<file path="src/rtl/ect_pkg.sv">
package ect_pkg;
  localparam int BUS_DW = 16;
  localparam int BUS_AW = 5;
  localparam int N_MEAS = 4;
  localparam int REG_W  = 32;

  localparam logic [BUS_AW-1:0] OFS_CNT_HI = 5'h00;
  localparam logic [BUS_AW-1:0] OFS_CNT_LO = 5'h02;
  localparam logic [BUS_AW-1:0] OFS_CTRL   = 5'h0A;

  typedef enum logic [2:0] {
    SEL_NONE,
    SEL_CNT_HI,
    SEL_CNT_LO,
    SEL_CTRL,
    SEL_CAP_HI,
    SEL_CAP_LO
  } sel_e;

  typedef struct packed {
    sel_e       sel;
    logic [1:0] ch;
  } dec_t;

  // Capture block occupies 0x10..0x1F; group 0 (0x10) is channel 3.
  function automatic dec_t decode(logic [BUS_AW-1:0] a);
    dec_t d;
    d.sel = SEL_NONE;
    d.ch  = 2'd0;
    if (a == OFS_CNT_HI)      d.sel = SEL_CNT_HI;
    else if (a == OFS_CNT_LO) d.sel = SEL_CNT_LO;
    else if (a == OFS_CTRL)   d.sel = SEL_CTRL;
    else if (a[4] && !a[0]) begin
      d.sel = a[1] ? SEL_CAP_LO : SEL_CAP_HI;
      d.ch  = 2'd3 - a[3:2];
    end
    return d;
  endfunction
endpackage

</file>
<file path="src/rtl/ect_timebase.sv">
module ect_timebase #(
  parameter int CNT_W    = 32,
  parameter int DIV_LOG2 = 2
) (
  input  logic             clk,
  input  logic             rst_n,
  output logic             tick,
  output logic [CNT_W-1:0] count
);
  logic [DIV_LOG2-1:0] pre;

  always_ff @(posedge clk or negedge rst_n) begin
    if (!rst_n) pre <= '0;
    else        pre <= pre + 1'b1;
  end

  assign tick = &pre;

  always_ff @(posedge clk or negedge rst_n) begin
    if (!rst_n)    count <= '0;
    else if (tick) count <= count + 1'b1;
  end
endmodule

</file>
<file path="src/rtl/ect_edge_sync.sv">
module ect_edge_sync #(
  parameter int STAGES = 2
) (
  input  logic clk,
  input  logic rst_n,
  input  logic din,
  output logic rise
);
  // sh[STAGES-1] is the synchronized level, sh[STAGES] its previous value
  logic [STAGES:0] sh;

  always_ff @(posedge clk or negedge rst_n) begin
    if (!rst_n) sh <= '0;
    else        sh <= {sh[STAGES-1:0], din};
  end

  assign rise = sh[STAGES-1] & ~sh[STAGES];
endmodule

</file>
<file path="src/rtl/ect_capture_bank.sv">
module ect_capture_bank #(
  parameter int CNT_W = 32,
  parameter int N_CH  = 4
) (
  input  logic                       clk,
  input  logic                       rst_n,
  input  logic [N_CH-1:0]            rise,
  input  logic [CNT_W-1:0]           count,
  output logic [N_CH-1:0][CNT_W-1:0] cap
);
  for (genvar i = 0; i < N_CH; i++) begin : g_cap
    always_ff @(posedge clk or negedge rst_n) begin
      if (!rst_n)       cap[i] <= '0;
      else if (rise[i]) cap[i] <= count;
    end
  end
endmodule

</file>
<file path="src/rtl/ect_regs.sv">
module ect_regs
  import ect_pkg::*;
#(
  parameter int CNT_W = 32,
  parameter int N_CH  = N_MEAS
) (
  input  logic                       clk,
  input  logic                       rst_n,
  input  logic                       req,
  input  logic                       wr,
  input  logic [BUS_AW-1:0]          addr,
  input  logic [BUS_DW-1:0]          wdata,
  input  logic [CNT_W-1:0]           count,
  input  logic [N_CH-1:0][CNT_W-1:0] cap,
  input  logic [N_CH-1:0]            rise,
  output logic [BUS_DW-1:0]          rdata,
  output logic [N_CH-1:0]            flags,
  output logic                       irq
);
  localparam int HALF = REG_W / 2;

  dec_t             d;
  logic             rd_en;
  logic             wr_en;
  logic [REG_W-1:0] cnt_x;
  logic [REG_W-1:0] cap_x;
  logic [HALF-1:0]  shadow;
  logic [N_CH-1:0]  clr;
  logic             unused_wbits;

  assign d      = decode(addr);
  assign rd_en  = req & ~wr;
  assign wr_en  = req & wr;
  assign cnt_x  = REG_W'(count);
  assign cap_x  = REG_W'(cap[d.ch]);
  assign clr    = (wr_en && d.sel == SEL_CTRL) ? wdata[N_CH-1:0] : '0;
  assign unused_wbits = ^wdata[BUS_DW-1:N_CH];

  always_ff @(posedge clk or negedge rst_n) begin
    if (!rst_n)                        shadow <= '0;
    else if (rd_en && d.sel == SEL_CNT_HI) shadow <= cnt_x[HALF-1:0];
  end

  // a new event outranks a clear landing on the same edge
  always_ff @(posedge clk or negedge rst_n) begin
    if (!rst_n) flags <= '0;
    else        flags <= (flags & ~clr) | rise;
  end

  assign irq = |flags;

  always_comb begin
    rdata = '0;
    if (rd_en) begin
      unique case (d.sel)
        SEL_CNT_HI: rdata = cnt_x[REG_W-1:HALF];
        SEL_CNT_LO: rdata = shadow;
        SEL_CTRL:   rdata = BUS_DW'(flags);
        SEL_CAP_HI: rdata = cap_x[REG_W-1:HALF];
        SEL_CAP_LO: rdata = cap_x[HALF-1:0];
        default:    rdata = '0;
      endcase
    end
  end
endmodule

</file>
<file path="src/rtl/evt_capture_timer.sv">
module evt_capture_timer
  import ect_pkg::*;
#(
  parameter int CNT_W       = 32,
  parameter int SYNC_STAGES = 2,
  parameter int DIV_LOG2    = 2
) (
  input  logic              clk,
  input  logic              rst_n,
  input  logic [N_MEAS-1:0] meas_i,
  input  logic              bus_req,
  input  logic              bus_wr,
  input  logic [BUS_AW-1:0] bus_addr,
  input  logic [BUS_DW-1:0] bus_wdata,
  output logic [BUS_DW-1:0] bus_rdata,
  output logic              irq_o
);
  logic                         tick;
  logic [CNT_W-1:0]             count;
  logic [N_MEAS-1:0]            rise;
  logic [N_MEAS-1:0][CNT_W-1:0] cap;
  logic [N_MEAS-1:0]            flags;

  ect_timebase #(.CNT_W(CNT_W), .DIV_LOG2(DIV_LOG2)) u_tb (
    .clk(clk), .rst_n(rst_n), .tick(tick), .count(count)
  );

  for (genvar i = 0; i < N_MEAS; i++) begin : g_in
    ect_edge_sync #(.STAGES(SYNC_STAGES)) u_sync (
      .clk(clk), .rst_n(rst_n), .din(meas_i[i]), .rise(rise[i])
    );
  end

  ect_capture_bank #(.CNT_W(CNT_W), .N_CH(N_MEAS)) u_caps (
    .clk(clk), .rst_n(rst_n), .rise(rise), .count(count), .cap(cap)
  );

  ect_regs #(.CNT_W(CNT_W), .N_CH(N_MEAS)) u_regs (
    .clk(clk), .rst_n(rst_n), .req(bus_req), .wr(bus_wr), .addr(bus_addr),
    .wdata(bus_wdata), .count(count), .cap(cap), .rise(rise),
    .rdata(bus_rdata), .flags(flags), .irq(irq_o)
  );
endmodule

</file>
<file path="config.mk">
export PLATFORM = sky130hd
export DESIGN_NAME = evt_capture_timer
export DESIGN_NICKNAME = d
export VERILOG_FILES = /design/src/rtl/ect_pkg.sv /design/src/rtl/ect_timebase.sv /design/src/rtl/ect_edge_sync.sv /design/src/rtl/ect_capture_bank.sv /design/src/rtl/ect_regs.sv /design/src/rtl/evt_capture_timer.sv
export SDC_FILE = /design/constraint.sdc
export NUM_CORES = 1
export LEC_CHECK = 0
export ABC_AREA = 1
export BUFFER_PORTS_ARGS = -buffer_cell sky130_fd_sc_hd__buf_4
export CAP_MARGIN = 25
export CORE_ASPECT_RATIO = 0.8
export CORE_MARGIN = 3
export CORE_UTILIZATION = 24
export CTS_BUF_LIST = sky130_fd_sc_hd__clkbuf_2 sky130_fd_sc_hd__clkbuf_4 sky130_fd_sc_hd__clkbuf_8
export DETAILED_ROUTE_END_ITERATION = 12
export PLACE_DENSITY_LB_ADDON = 0.25
export SETUP_SLACK_MARGIN = 0.02
export SLEW_MARGIN = 20
export SYNTH_ARGS = -nofsm -noshare
export SYNTH_HDL_FRONTEND = slang
export SYNTH_SLANG_ARGS = --single-unit
</file>
<file path="constraint.sdc">
create_clock -name clk -period 2.7 [get_ports clk]
set_clock_uncertainty 0.1 [all_clocks]
set_input_delay 0.54 -clock clk [delete_from_list [all_inputs] [get_ports clk]]
set_output_delay 0.54 -clock clk [all_outputs]
set_load 0.01 [all_outputs]
</file>
==> results of run 1 <==
synth_stat cells (3+ instances only):
cell | instances | area, um2
buf_4 | 3 | 22.5
nor2_1 | 75 | 282
inv_2 | 5 | 18.8
nand4_1 | 6 | 37.5
nor3_1 | 10 | 50.1
inv_1 | 128 | 480
clkbuf_1 | 34 | 128
buf_1 | 6 | 22.5
nand3_1 | 101 | 505
xor2_1 | 24 | 210
o21ai_0 | 153 | 766
nor2_2 | 4 | 25.0
dfrtp_1 | 194 | 4850
buf_2 | 12 | 60.1
nand2_1 | 455 | 1710
metrics by stage:
stage | power [mW] | hold slack [ns]
after CTS | 5.46 | 0.00375
after floorplan | 3.20 | 0.144
after detailed placement | 3.41 | 0.236
final | 5.41 | 0.0471
after global placement | 3.41 | 0.232
after global routing | 5.64 | 0.00507
worst paths after layout:
| kind | to | slack, ns | cells after the start |
|---|---|---|---|
| worst max-delay path | bus_rdata[7] | 0.07 | 14 |
| worst min-delay path | g_in[1].u_sync.sh[0] | 0.05 | 1 |
| worst max register to register | u_tb.count[20] | 0.61 | 7 |
| worst min register to register | g_in[0].u_sync.sh[1] | 0.26 | 0 |
| max in group asynchronous | u_caps.cap[112] | 1.40 | 3 |
| min in group asynchronous | u_caps.cap[37] | 0.34 | 2 |
power by group:
group          internal, mW  switching [mW]
clock                 0.913            1.12
combinational         0.133           0.281
sequential             2.94          0.0196
total                  3.99            1.42
routing by layer:
layer | track usage (%) | share of wire, %
met1 | 20.2 | 53
met2 | 19.5 | 42
met3 | 2.68 | 3.9
met4 | 2.87 | 0.82
met5 | 0 | 0
cells in the final DEF, fill, tap and decap left out, types with 6 or more instances in the layout:
cell type,count
nand2_1,433
dfrtp_1,194
o21ai_0,153
inv_1,128
nand3_1,93
nor2_1,66
buf_4,45
xor2_1,24
nand2_2,20
clkbuf_8,20
buf_12,17
nor2_2,13
nand3_2,10
nor3_1,10
nand4_1,6
registers in the layout, indices dropped and copies added, names as in the netlist:
name / flops
u_regs.shadow: 16
u_regs.flags: 4
u_caps.cap: 128
u_tb.count: 32
u_tb.pre: 2
g_in.u_sync.sh: 12
critical path, cell delays in order:
cell and delay (ns):
buf_12 0.11, inv_6 0.05, nand2_4 0.05, nor2_4 0.21, buf_6 0.18, clkbuf_16 0.17
nand2_2 0.05, nand3_2 0.05, nand2_2 0.06, nand2_2 0.05, nand2_2 0.09, nor2_1 0.12
nor2_1 0.06, buf_4 0.19
timing repair:
action / CTS / global route
setup buffers: 0 / 3
hold endpoints to repair: 17 / 0
hold buffers: 2 / 0
resized for setup: 0 / 46
endpoints found under the setup margin: 0 / 12
area by class of cell:
| type | instances | area, um2 | share of cell area, % |
|---|---|---|---|
| Multi-Input combinational cell | 840 | 3820 | 34.7 |
| Clock buffer | 22 | 284 | 2.58 |
| Sequential cell | 194 | 4850 | 44.1 |
| Tap cell | 487 | 609 | 5.54 |
| Timing Repair Buffer | 70 | 796 | 7.24 |
| Clock inverter | 10 | 126 | 1.15 |
| Inverter | 133 | 507 | 4.61 |
cell families (layout without fill, tap and decap cells):
kind of cell    count (synthesis)  in the layout
compound gates                155            155
xor+xnor                       24             24
flops                         194            194
simple gates                  659            659
buf+inv                       188            235
fa+ha+maj                       2              2
==> results.sh, run 1 <==
export IMPL_gp_congestion=0.869
export IMPL_slew_headroom_pct=43.1
export IMPL_crit_arrival_ns=1.99
export IMPL_cp_end_kind="primary output"
export IMPL_synth_fa_ha_area_share_pct=0.270
export IMPL_finalSetupViolCount=0
export IMPL_track_usage_pct=13.3
export IMPL_synth_net_count=1253
export IMPL_layout_drive_gt1_share_pct=12.1
export IMPL_path_clk_slew_ns=0.10
export IMPL_initial_core_util_pct=24.7
export IMPL_antenna_left=0
export IMPL_synth_cell_area_um2=9270
export IMPL_stdcell_count=1756
export IMPL_cp_start_kind="primary input"
export IMPL_drc=0
export IMPL_fin_crit_ns=2.63
export IMPL_worstReg2RegStart="u_tb.pre[0]"
export IMPL_antenna_found_initial=0
export IMPL_synthXorXnorAreaFrac_pct=2.27
export IMPL_place_inst=1716
export IMPL_async_reset_ff_share_pct=100
export IMPL_startpoint="bus_addr[0]"
export IMPL_power_density_nw_per_um2=492
export IMPL_period_share_pct=97.5
export IMPL_rsz0062_at_grt="true"
export IMPL_die_y_um=182
export IMPL_worstMarginPinSlew_ns=0.853
export IMPL_synth_edf_count=0
export IMPL_syn_area_per_cell_um2=7.59
export IMPL_dp_hpwl_um=17600
export IMPL_vias=7682
export IMPL_syn_to_final_growth_pct=18.6
export IMPL_ir_drop_uv=207
export IMPL_synth_seq_area_share_pct=52.3
export IMPL_diodes=0
export IMPL_cts_buffers=17
export IMPL_h_tree_depth=4
export IMPL_die_area_um2=41100
export IMPL_first_pass_iters=4
export IMPL_nFillCells=4105
export IMPL_synth_cell_types=23
export IMPL_layout_nets=1287
export IMPL_synth_top_family_by_area="simple AND/OR/NAND/NOR gates"
export IMPL_synth_ff_type="dfrtp_1"
export IMPL_synthMuxAreaShare_pct=0
export IMPL_min_path_type="in -> reg"
export IMPL_worstHoldStart="meas_i[1]"
export IMPL_post_route_util_pct=29.2
export IMPL_routedWlPerCell_um=15.3
export IMPL_fmax_mhz=380
export IMPL_grt_pass1_vias=7408
export IMPL_yosysWarnings=0
export IMPL_critical_path_class="in -> out"
export IMPL_synth_compound_area_share_pct=8.36
export IMPL_grt_pass1_wl_um=42600
export IMPL_outcome="completed"
export IMPL_synthSimpleGateAreaFrac_pct=28.9
export IMPL_fin_area_um2=11000
export IMPL_die_x_um=226
export IMPL_cts_tree="yes"
export IMPL_totalWireLength_um=26800
export IMPL_insertion_delay_ns=0.51
export IMPL_ioPinCount=46
export IMPL_report_final_hold_viol_count=0
export IMPL_syn_inst=1222
export IMPL_cts_root_buf="clkbuf_8"
export IMPL_drt_vias_per_instance=4.37
export IMPL_dpl_cell_area_um2=10300
export IMPL_worst_slack_ns=0.0685
export IMPL_leakagePower_nw=5.01
export IMPL_portBuffers=33
export IMPL_crit_fanout=8
export IMPL_overflow=0
export IMPL_drtIter0Drc=557
export IMPL_rows=63
export IMPL_worst_ep_required_time_ns=2.06
export IMPL_numClockSinks=194
export IMPL_ys_seq_elements=194
export IMPL_fp_coreArea_um2=37600
export IMPL_final_max_slew_viol_count=0
export IMPL_cts_buffer_depth=2
export IMPL_cap_viol_max_count=0
export IMPL_grt_max_degree=94
export IMPL_setup_tns_ns=0
export IMPL_pre_cts_ws_ns=0.0240
Power figures use the tool's default switching activity.
==> inputs of run 2 (changes only) <==
--- a/config.mk
+++ b/config.mk
@@ -13,8 +13,8 @@
 export CORE_UTILIZATION = 24
 export CTS_BUF_LIST = sky130_fd_sc_hd__clkbuf_2 sky130_fd_sc_hd__clkbuf_4 sky130_fd_sc_hd__clkbuf_8
 export DETAILED_ROUTE_END_ITERATION = 12
-export PLACE_DENSITY_LB_ADDON = 0.25
-export SETUP_SLACK_MARGIN = 0.02
+export PLACE_DENSITY = 0.42
+export SETUP_SLACK_MARGIN = 0.15
 export SLEW_MARGIN = 20
 export SYNTH_ARGS = -nofsm -noshare
 export SYNTH_HDL_FRONTEND = slang
==> results.sh, run 2 (synthesis results as in run 1) <==
export IMPL_final_max_slew_viol_count=0
export IMPL_cts_tree="yes"
export IMPL_rows=63
export IMPL_syn_to_final_growth_pct=22.2
export IMPL_setup_tns_ns=0
export IMPL_clockPowerShare_pct=35.3
export IMPL_min_path_type="in -> reg"
export IMPL_track_usage_pct=14.3
export IMPL_p_sw_mw=1.42
export IMPL_cts_buffer_depth=2
export IMPL_insertion_delay_ns=0.49
export IMPL_fp_coreArea_um2=37600
export IMPL_cap_viol_max_count=0
export IMPL_cts_root_buf="clkbuf_8"
export IMPL_layout_drive_gt1_share_pct=14.4
export IMPL_crit_slowest_cell="buf_12"
export IMPL_rsz0062_at_grt="true"
export IMPL_dpl_cell_area_um2=10300
export IMPL_pre_cts_ws_ns=0.0733
export IMPL_drc=0
export IMPL_drt_vias_per_instance=4.44
export IMPL_worstMarginPinSlew_ns=0.728
export IMPL_worst_slack_ns=0.131
export IMPL_fin_crit_ns=2.57
export IMPL_totalWireLength_um=29200
export IMPL_worst_ep_required_time_ns=2.06
export IMPL_portBuffers=33
export IMPL_gp_congestion=0.871
export IMPL_path_cells="buf_12 -> inv_8 -> nand2_4 -> nor2_4 -> buf_12 -> buf_8 -> buf_16 -> nand2_2 -> nand3_1 -> nand3_1 -> nand2_1 -> nor2_1 -> nor2_1 -> buf_4"
export IMPL_ir_drop_uv=254
export IMPL_regMostFlops="u_caps.cap"
export IMPL_h_tree_depth=4
export IMPL_cp_end_kind="primary output"
export IMPL_critical_path_class="in -> out"
export IMPL_report_final_hold_viol_count=0
export IMPL_die_area_um2=41100
export IMPL_largest_reg_flops=128
export IMPL_numClockSinks=194
export IMPL_finalSetupViolCount=0
export IMPL_antenna_found_initial=0
export IMPL_crit_arrival_ns=1.93
export IMPL_final_cell_mix="427 x nand2_1, 194 x dfrtp_1, 153 x o21ai_0"
export IMPL_die_y_um=182
export IMPL_cts_buffers=17
export IMPL_slew_headroom_pct=51.3
export IMPL_layout_nets=1302
export IMPL_crit_fanout=8
export IMPL_die_x_um=226
export IMPL_reg_top3="u_caps.cap: 128 flops, u_tb.count: 32 flops, u_regs.shadow: 16 flops"
export IMPL_diodes=0
export IMPL_ioPinCount=46
export IMPL_leakagePower_nw=5.22
export IMPL_fin_area_um2=11300
export IMPL_power_density_nw_per_um2=470
export IMPL_switching_share_pct=26.7
export IMPL_grt_pass1_vias=7636
export IMPL_initial_core_util_pct=24.7
export IMPL_internal_power_mw=3.90
export IMPL_routedWlPerCell_um=16.5
export IMPL_grt_pass1_wl_um=45400
export IMPL_fmax_mhz=389
export IMPL_final_common_cell="nand2_1"
export IMPL_seq_power_share_pct=55.7
export IMPL_pwr_share_comb_pct=9.0
export IMPL_worst_hold_slack_ns=0.0516
export IMPL_path_clk_slew_ns=0.09
export IMPL_drtIter0Drc=622
export IMPL_outcome="completed"
export IMPL_overflow=0
export IMPL_grt_max_degree=62
export IMPL_cp_start_kind="primary input"
export IMPL_period_share_pct=95.2
export IMPL_vias=7862
export IMPL_crit_path_max_incr_delay_ns=0.15
export IMPL_first_pass_iters=6
export IMPL_dp_hpwl_um=18600
export IMPL_antenna_left=0
run 2: path summary, 6_finish.rpt:
kind                                             end                 start  slack, ns  depth (start not counted)
worst max-delay path                   bus_rdata[11]           bus_addr[0]       0.13                         14
worst min-delay path            g_in[3].u_sync.sh[0]             meas_i[3]       0.05                          1
worst max register to register        u_tb.count[19]           u_tb.pre[0]       0.41                          7
worst min register to register  g_in[1].u_sync.sh[1]  g_in[1].u_sync.sh[0]       0.26                          0
max in group asynchronous       g_in[2].u_sync.sh[0]                 rst_n       1.30                          3
min in group asynchronous             u_caps.cap[72]                 rst_n       0.45                          2
run 2: final cells by class:
class / instances / area, um2
multi-input cells: 840 / 3920
well taps: 487 / 609
flip-flops and latches: 194 / 4850
inverters: 133 / 527
fillers: 4081 / 26300
clock inverters: 8 / 81.3
repair buffers: 85 / 1070
clock buffers: 22 / 278
run 2: what timing repair did:
item,in CTS,in global routing
resized for setup,9,87
hold endpoints to repair,47,0
pin swaps,2,33
hold buffers,2,0
setup endpoints to repair,8,16
gates cloned,3,5
buffers inserted,5,4
run 2: critical path, delay by kind of cell:
family	cells	cell delay (ns)
simple gates	8	0.63
buf+inv	6	0.74
run 2: power by group through the flow:
| stage | Sequential (mW) | Combinational (mW) | Clock (mW) |
|---|---|---|---|
| final | 2.96 | 0.481 | 1.88 |
| after global routing | 2.97 | 0.537 | 2.06 |
| after CTS | 2.96 | 0.432 | 1.95 |
| after detailed placement | 3.02 | 0.403 | 0 |
| after global placement | 3.02 | 0.403 | 0 |
| after floorplan | 3.02 | 0.184 | 0 |
run 2: stage by stage:
stage	utilization (%)	power, mW	instances
finish	30.2	5.32	1769
global route	30.2	5.57	1769
CTS	28.9	5.35	1760
detailed placement	27.5	3.42	1720
global placement	27.5	3.42	1720
floorplan	-	3.20	1222
run 2: layer usage:
| metal | share of wire, % | wire [um] | up-vias | global-route usage [%] |
|---|---|---|---|---|
| met5 | 0 | 0 | - | 0 |
| met1 | 55 | 16200 | 3813 | 22.3 |
| met4 | 0.91 | 266 | 0 | 2.82 |
| met3 | 3.9 | 1140 | 14 | 3.10 |
| met2 | 40 | 11600 | 141 | 20.1 |
| li1 | - | - | 3894 | - |
==> inputs of run 3 (changes only) <==
--- a/config.mk
+++ b/config.mk
@@ -6,14 +6,15 @@
 export NUM_CORES = 1
 export LEC_CHECK = 0
 export ABC_AREA = 1
-export BUFFER_PORTS_ARGS = -buffer_cell sky130_fd_sc_hd__buf_4
 export CAP_MARGIN = 25
 export CORE_ASPECT_RATIO = 0.8
 export CORE_MARGIN = 3
 export CORE_UTILIZATION = 24
 export CTS_BUF_LIST = sky130_fd_sc_hd__clkbuf_2 sky130_fd_sc_hd__clkbuf_4 sky130_fd_sc_hd__clkbuf_8
 export DETAILED_ROUTE_END_ITERATION = 12
-export PLACE_DENSITY = 0.42
+export DONT_BUFFER_PORTS = 1
+export PLACE_DENSITY = 0.41
+export RECOVER_POWER = 25
 export SETUP_SLACK_MARGIN = 0.15
 export SLEW_MARGIN = 20
 export SYNTH_ARGS = -nofsm -noshare
==> results.sh, run 3 (synthesis results as in run 1) <==
export IMPL_die_x_um=226
export IMPL_final_common_cell="nand2_1"
export IMPL_min_path_type="in -> async"
export IMPL_portBuffers=0
export IMPL_regMostFlops="u_caps.cap"
export IMPL_insertion_delay_ns=0.51
export IMPL_antenna_left=0
export IMPL_drc=0
export IMPL_grtUsageMet2_pct=19.4
export IMPL_grt_pass1_wl_um=44000
export IMPL_gp_congestion=0.866
export IMPL_cp_end_kind="primary output"
export IMPL_place_inst=1689
export IMPL_drtIter0Drc=577
export IMPL_diodes=0
export IMPL_period_share_pct=93.5
export IMPL_final_cell_mix="446 x nand2_1, 194 x dfrtp_1, 153 x o21ai_0"
export IMPL_reg_top3="u_caps.cap: 128 flops, u_tb.count: 32 flops, u_regs.shadow: 16 flops"
export IMPL_routedWlPerCell_um=15.8
export IMPL_first_pass_iters=5
export IMPL_numClockSinks=194
export IMPL_layout_drive_gt1_share_pct=8.89
export IMPL_totalWireLength_um=27500
export IMPL_power_density_nw_per_um2=492
export IMPL_syn_to_final_growth_pct=16.4
export IMPL_cts_tree="yes"
export IMPL_initial_core_util_pct=24.7
export IMPL_crit_arrival_ns=1.88
export IMPL_ir_drop_uv=234
export IMPL_power_mw=5.31
export IMPL_stdcell_count=1735
export IMPL_rsz0062_at_grt="true"
export IMPL_finalSetupViolCount=0
export IMPL_rows=63
export IMPL_pre_cts_ws_ns=0.151
export IMPL_cts_root_buf="clkbuf_8"
export IMPL_antenna_found_initial=0
export IMPL_worst_ep_required_time_ns=2.06
export IMPL_cts_buffer_depth=2
export IMPL_crit_fanout=6
export IMPL_worstMarginPinSlew_ns=0.973
export IMPL_worst_hold_slack_ns=-0.379
export IMPL_vias=7528
export IMPL_dp_hpwl_um=17900
export IMPL_cp_start_kind="primary input"
export IMPL_cts_buffers=17
export IMPL_busiest_layer="met1"
export IMPL_fmax_mhz=396
export IMPL_fp_coreArea_um2=37600
export IMPL_use_met3_pct=3.04
export IMPL_cap_viol_max_count=0
export IMPL_grt_max_degree=195
export IMPL_overflow=0
export IMPL_die_y_um=182
export IMPL_setup_tns_ns=0
export IMPL_outcome="complete, but fails checks"
export IMPL_h_tree_depth=4
export IMPL_drt_vias_per_instance=4.34
export IMPL_worst_slack_ns=0.175
export IMPL_die_area_um2=41100
export IMPL_leakagePower_nw=4.89
export IMPL_violations="negative hold slack"
export IMPL_largest_reg_flops=128
export IMPL_final_max_slew_viol_count=0
export IMPL_ioPinCount=46
export IMPL_grt_pass1_vias=7473
export IMPL_track_usage_pct=13.8
export IMPL_report_final_hold_viol_count=194
export IMPL_slew_headroom_pct=35.0
export IMPL_fin_crit_ns=2.52
export IMPL_critical_path_class="in -> out"
export IMPL_use_met1_pct=21.5
export IMPL_path_clk_slew_ns=0.10
export IMPL_hold_buffers=4
export IMPL_layout_nets=1266
## run 3: cell types whose count changed in the layout (fill, tap and decap cells not counted), moves of 4 or more
cell,delta
nand2_2,-15
nand3_2,-16
nand2_1,+19
buf_4,-22
nand2_4,-5
nand3_1,+17
buf_16,-4
buf_8,-5
buf_6,-5
## run 3: final cells by class
type	count	area, um2
fill	4131	26800
sequential	194	4850
multi-input combinational	840	3760
timing repair buffer	49	637
tap	487	609
inverter	133	526
clock buffer	21	277
clock inverter	11	129
## run 3: routing by layer
layer / routed length [um] / part of all wire (%) / vias to the layer above
met5: 0 / 0 / -
met4: 237 / 0.86 / 0
met3: 969 / 3.5 / 15
met2: 11000 / 40 / 107
met1: 15300 / 56 / 3580
li1: - / - / 3826
## run 3: final timing paths
kind | start | endpoint | depth (start not counted) | slack (ns)
worst min-delay path | rst_n | u_regs.shadow[11] | 0 | -0.38
max in group asynchronous | rst_n | u_caps.cap[38] | 0 | 2.65
worst max register to register | u_tb.pre[0] | u_tb.count[20] | 7 | 0.56
worst max-delay path | bus_addr[0] | bus_rdata[11] | 13 | 0.18
min in group clk | bus_wdata[2] | u_regs.flags[2] | 3 | 0.12
worst min register to register | g_in[2].u_sync.sh[0] | g_in[2].u_sync.sh[1] | 0 | 0.26
## run 3: stage by stage
step / hold WS, ns / util (%) / instance area [um2]
floorplan: 0.144 / - / 9270
global placement: 0.159 / 26.9 / 10100
detailed placement: 0.159 / 26.9 / 10100
CTS: -0.426 / 28.0 / 10500
global route: -0.440 / 28.7 / 10800
finish: -0.379 / 28.7 / 10800
## run 3: timing repair
item                                   in CTS  in global routing
gates resized for setup                     1                 37
gates cloned                                0                  2
endpoints found under the hold margin     198                194
buffers inserted                            0                  8
setup endpoints to repair                   1                 12
pin swaps                                   0                  9
## run 3: where the power goes
part	internal, mW	switching [mW]
registers	2.94	0.0202
logic	0.114	0.215
clock network	0.897	1.12
## run 3: worst max-delay path: stages
cell	delay [ns]
clkinv_16	0.03
nand2_8	0.05
nor2_4	0.28
clkbuf_16	0.22
buf_12	0.12
nand2_4	0.04
nand3_2	0.05
nand2_1	0.06
nand2_1	0.07
nand2_2	0.06
nor2_1	0.10
nor2_1	0.05
buf_4	0.19
